==> config.mk <==
export PLATFORM = sky130hd
export DESIGN_NAME = mon_hs
export DESIGN_NICKNAME = d
export VERILOG_FILES = /design/src/rtl/mon_hs.sv
export SDC_FILE = /design/constraint.sdc
export NUM_CORES = 1
export LEC_CHECK = 0
export BUFFER_PORTS_ARGS = -buffer_cell sky130_fd_sc_hd__buf_2
export CORE_ASPECT_RATIO = 2
export CORE_MARGIN = 2
export CORE_UTILIZATION = 39
export CTS_CLUSTER_SIZE = 14
export DETAILED_ROUTE_END_ITERATION = 7
export GPL_TIMING_DRIVEN = 0
export PLACE_DENSITY_LB_ADDON = 0.15
export SLEW_MARGIN = 20
export SYNTH_ARGS = -nofsm -noshare
export SYNTH_HDL_FRONTEND = slang
export SYNTH_SLANG_ARGS = --single-unit
==> constraint.sdc <==
create_clock -name clk -period 2.6 [get_ports clk]
set_input_delay 0.26 -clock clk [delete_from_list [all_inputs] [get_ports clk]]
set_output_delay 0.26 -clock clk [all_outputs]
set_load 0.05 [all_outputs]
==> src/rtl/mon_hs.sv <==
module mon_hs #(
  parameter int BW = 8
) (
  input  logic          clk,
  input  logic          rst_n,
  input  logic          frame_stb,
  input  logic [BW-1:0] rx_byte,
  input  logic          rx_mx,
  input  logic          rx_mr,
  input  logic [BW-1:0] echo_byte,
  input  logic          echo_mx,
  output logic [BW-1:0] tx_byte,
  output logic          tx_mx,
  output logic          tx_mr,
  input  logic [BW-1:0] host_wdata,
  input  logic          host_wr,
  input  logic          rx_abort_req,
  input  logic          ctl_ie,
  input  logic          ctl_mxc,
  input  logic          ctl_mrc,
  input  logic          stat_clr,
  output logic [BW-1:0] host_rdata,
  output logic          flg_rdr,
  output logic          flg_eor,
  output logic          flg_dack,
  output logic          flg_abort,
  output logic          irq
);

  logic [BW-1:0] xbyte_q, prev_byte;
  logic busy, xmx_q, mrlow_prev;
  logic prev_mx, armed, in_msg, unacc, abort_pend;
  logic [1:0] mr_cnt;

  assign tx_mx   = ~ctl_mxc | xmx_q;
  assign tx_byte = tx_mx ? '1 : xbyte_q;
  assign tx_mr   = ~(ctl_mrc && mr_cnt != 2'd0);
  assign irq     = flg_rdr | (ctl_ie & (flg_eor | flg_dack | flg_abort));

  wire drv     = ctl_mxc & ~xmx_q;
  wire collide = (echo_byte != xbyte_q) | echo_mx;
  wire tx_ack  = frame_stb & drv & ~collide & mrlow_prev & rx_mr;
  wire tx_abt  = frame_stb & drv & (collide | (mrlow_prev & ~rx_mr));

  wire rx_live = frame_stb & ctl_mrc & ~abort_pend;
  wire rx_acc  = rx_live & armed & ~rx_mx & ~prev_mx & (rx_byte == prev_byte);
  wire rx_end  = rx_live & rx_mx & prev_mx & (in_msg | unacc);
  wire rx_eor  = rx_end & ~unacc;
  wire rx_tabt = rx_end & unacc;

  always_ff @(posedge clk or negedge rst_n) begin
    if (!rst_n) begin
      busy <= 1'b0; xmx_q <= 1'b1; xbyte_q <= '0; mrlow_prev <= 1'b0;
    end else if (!ctl_mxc) begin
      busy <= 1'b0; xmx_q <= 1'b1; mrlow_prev <= 1'b0;
    end else begin
      if (frame_stb) begin
        mrlow_prev <= drv & ~rx_mr;
        if (tx_ack || tx_abt) begin
          busy  <= 1'b0;
          xmx_q <= 1'b1;
        end else if (busy) begin
          xmx_q <= 1'b0;
        end
      end
      if (host_wr && !busy) begin
        busy    <= 1'b1;
        xbyte_q <= host_wdata;
      end
    end
  end

  always_ff @(posedge clk or negedge rst_n) begin
    if (!rst_n) begin
      prev_mx <= 1'b1; prev_byte <= '1; armed <= 1'b1; in_msg <= 1'b0;
      unacc <= 1'b0; mr_cnt <= 2'd0; abort_pend <= 1'b0;
    end else if (!ctl_mrc) begin
      prev_mx <= 1'b1; prev_byte <= '1; armed <= 1'b1; in_msg <= 1'b0;
      unacc <= 1'b0; mr_cnt <= 2'd0; abort_pend <= 1'b0;
    end else begin
      if (frame_stb) begin
        prev_mx   <= rx_mx;
        prev_byte <= rx_byte;
        if (abort_pend) begin
          mr_cnt <= 2'd2; abort_pend <= 1'b0;
          armed <= 1'b0; in_msg <= 1'b0; unacc <= 1'b0;
        end else begin
          if (mr_cnt != 2'd0) mr_cnt <= mr_cnt - 2'd1;
          if (rx_mx) armed <= 1'b1;
          if (rx_end) begin
            in_msg <= 1'b0; unacc <= 1'b0;
          end
          if (rx_acc) begin
            armed <= 1'b0; unacc <= 1'b0; in_msg <= 1'b1; mr_cnt <= 2'd1;
          end else if (!rx_mx && armed) begin
            unacc <= 1'b1;
          end
        end
      end
      if (rx_abort_req) abort_pend <= 1'b1;
    end
  end

  always_ff @(posedge clk or negedge rst_n) begin
    if (!rst_n) host_rdata <= '0;
    else if (rx_acc) host_rdata <= rx_byte;
  end

  always_ff @(posedge clk or negedge rst_n) begin
    if (!rst_n) begin
      flg_rdr <= 1'b0; flg_eor <= 1'b0; flg_dack <= 1'b0; flg_abort <= 1'b0;
    end else begin
      flg_rdr   <= (flg_rdr   & ~stat_clr) | rx_acc;
      flg_eor   <= (flg_eor   & ~stat_clr) | rx_eor;
      flg_dack  <= (flg_dack  & ~stat_clr) | tx_ack;
      flg_abort <= (flg_abort & ~stat_clr) | tx_abt | rx_tabt;
    end
  end

endmodule


==> metrics.csv <==
metric;value;unit
clk sinks;38;
pins over their slew limit;0;
Cell variety after synth;40;
Worst Hold Class;in -> async;
Starting Density;39.8;%
f_max;0.470;GHz
leading register cell type out of synthesis;dfrtp_1;
TritonCTS buffer count;5;
RSZ-0062 raised after global routing;false;
WL final;4.14;mm
Core Region;4820;µm²
vias per inst;5.04;
data arrival time of the worst path;2300;ps
register area;965;µm²
syn nets;204;
setup slack after layout;471;ps
Ports;59;
fraction of registers with async set/reset;100;%
ratio of cells with drive above 1 in the final layout;40.3;%
Leakage;1.16;nW
Synthesis Warnings;0;
Routed Antenna Nets;0;
vias post-DR;1463;
synth-to-layout area growth;23.6;%
initial DRC count;13;
area of the multi-input gates;906;µm²
Root Buffer;clkbuf_8;
first-pass GRT wire length;6.89;mm
final hold vios;0;
Worst Clk Skew;3.96;ps
WL per Instance;14.3;µm
period utilisation layout;81.9;%
nets;269;
crit path launch type;register;
initial antenna violation count;0;
Post-synth EDFFs;0;
Clk Latency, worst-skew pair;290;ps
Die X-Extent;53.6;µm
Worst Tran Pin Value;870;ps
Post-CTS Setup Bufs;0;
Port-buffer cells;58;
Layout fillers;467;
row count;36;
RD Place Congestion;0.758;
Post-Syn Area per Cell;11.5;µm²
slew margin rel.;42.0;%
crit path max fanout;10;
register area share after synthesis;50.2;%
H-Tree Depth;2;
Yosys reg bits;38;
Setup TNS;0;ps
Worst VDD drop;352;µV
largest net degree at the start of global routing;39;
Mapped Area;1920;µm²
DIE AREA;5540;µm²
vias in the first global route;1466;
PD cells;577;nW/µm²
total gr overflow;0;
post-DP HPWL;3.09;mm
dpl ws;434;ps
Antenna Cells;0;
GRT Util Overall;17.3;%
Setup crit end kind;register;
Max Cap Viol;0;
# hold bufs at CTS;0;
post-cts repair resize count;0;
CP required;2770;ps
Bufs on Longest Clock Path;2;
# setup viols final;0;
fin crit period;2130;ps
CTS tree;yes;
crit path kind;reg -> reg;
clock-pin slew of the registers on the worst-case setup and hold paths;70;ps
Pre-antenna DRT Iters;2;
Syn Inst Count;167;
DRC viols;0;
final core utilization;49.2;%
run status;finished clean;
Die H;103;µm
==> cell usage in the layout (no fill, tap or decap), types with 2 or more instances in the layout <==
master	count
buf_2	59
dfrtp_1	27
nand2_1	15
xnor2_1	15
nand2b_1	14
mux2_2	11
dfstp_2	11
mux2i_1	10
clkbuf_8	6
clkbuf_1	5
inv_1	5
mux2_1	5
o21ai_0	5
nor2b_1	4
nand4_1	4
nor2_1	4
nand3b_1	3
o211ai_1	3
nor4_1	2
a21o_1	2
a21oi_1	2
==> cells in the mapped netlist (2+ instances only) <==
cell type,instances,area share [%]
dfrtp_1,27,35
nand2_1,15,2.9
xnor2_1,15,6.8
nand2b_1,14,4.6
dfstp_2,11,15
mux2_2,11,6.4
mux2i_1,10,5.2
inv_1,5,0.98
mux2_1,5,2.9
o21ai_0,5,1.3
clkbuf_1,4,0.78
nand4_1,4,1.3
nor2_1,4,0.78
nor2b_1,4,1.3
nand3b_1,3,1.2
o211ai_1,3,1.2
a21o_1,2,0.78
a21oi_1,2,0.52
nor4_1,2,0.65
==> where the power goes <==
part / leakage [nW] / internal [W] / switching, W / total (W)
clock network: 0.0482 / 0.000214 / 0.000207 / 0.000421
registers: 0.470 / 0.000648 / 0.0000445 / 0.000692
logic: 0.643 / 0.000125 / 0.000131 / 0.000257
total: 1.16 / 0.000987 / 0.000383 / 0.00137
==> cell families after synthesis <==
kind of cell    count (synthesis)  share of synthesized area [%]
simple gates                   55                           17.2
mux                            26                           14.6
compound gates                 20                           7.43
flops                          38                           50.2
fa+ha+maj                       1                          0.651
buf+inv                        11                           2.61
xor+xnor                       16                           7.30
==> stage by stage <==
stage	hold slack, ps	total power (W)	cell area (µm²)	instances
3_3_place_gp	425	0.000959	2280	282
6_report	79.8	0.00137	2370	290
4_1_cts	110	0.00139	2370	290
5_1_grt	166	0.00144	2370	290
2_1_floorplan	-35.6	0.000872	1920	167
3_5_place_dp	429	0.000964	2280	282
==> flip-flops by register name (all words and copies together), names as in the netlist, 2 cells and up <==
signal	count
xbyte_q	8
prev_byte	8
host_rdata	8
mr_cnt	2
==> worst paths after layout <==
| check | from | end | slack, ps | cells past startpoint |
|---|---|---|---|---|
| min reg2reg | host_rdata[2]$_DFFE_PN0P_ | host_rdata[2]$_DFFE_PN0P_ | 480 | 1 |
| max reg2reg | abort_pend$_DFFE_PN0P_ | host_rdata[5]$_DFFE_PN0P_ | 470 | 5 |
| min in group clk | rx_abort_req | abort_pend$_DFFE_PN0P_ | 190 | 2 |
| max | abort_pend$_DFFE_PN0P_ | host_rdata[5]$_DFFE_PN0P_ | 470 | 5 |
| max in group asynchronous | rst_n | mr_cnt[0]$_DFFE_PN0P_ | 1970 | 1 |
| min | rst_n | host_rdata[3]$_DFFE_PN0P_ | 80 | 1 |
==> metal layers <==
| metal | global-route usage [%] | vias to the layer above | wire [µm] |
|---|---|---|---|
| met5 | 0 | - | 0 |
| met4 | 7.10 | 0 | 72 |
| met3 | 3.16 | 6 | 207 |
| met2 | 30.5 | 52 | 2180 |
| met1 | 19.8 | 694 | 1670 |
| li1 | - | 711 | - |
==> final cells by class <==
type / instances / area share [%]
plain buffers: 6 / 1.32
clock buffers: 7 / 3.64
clock inverters: 1 / 0.211
inverters: 5 / 0.791
multi-input cells: 118 / 38.2
flip-flops and latches: 38 / 40.6
well taps: 57 / 3.00
repair buffers: 58 / 12.2
==> worst max-delay path: stages, from the launching register on <==
cell and delay, ps:
dfrtp_1 450, nand2b_4 180, or4b_4 530, nor3_4 310, buf_6 210, mux2_1 330
(Power assumes the default switching activity.)
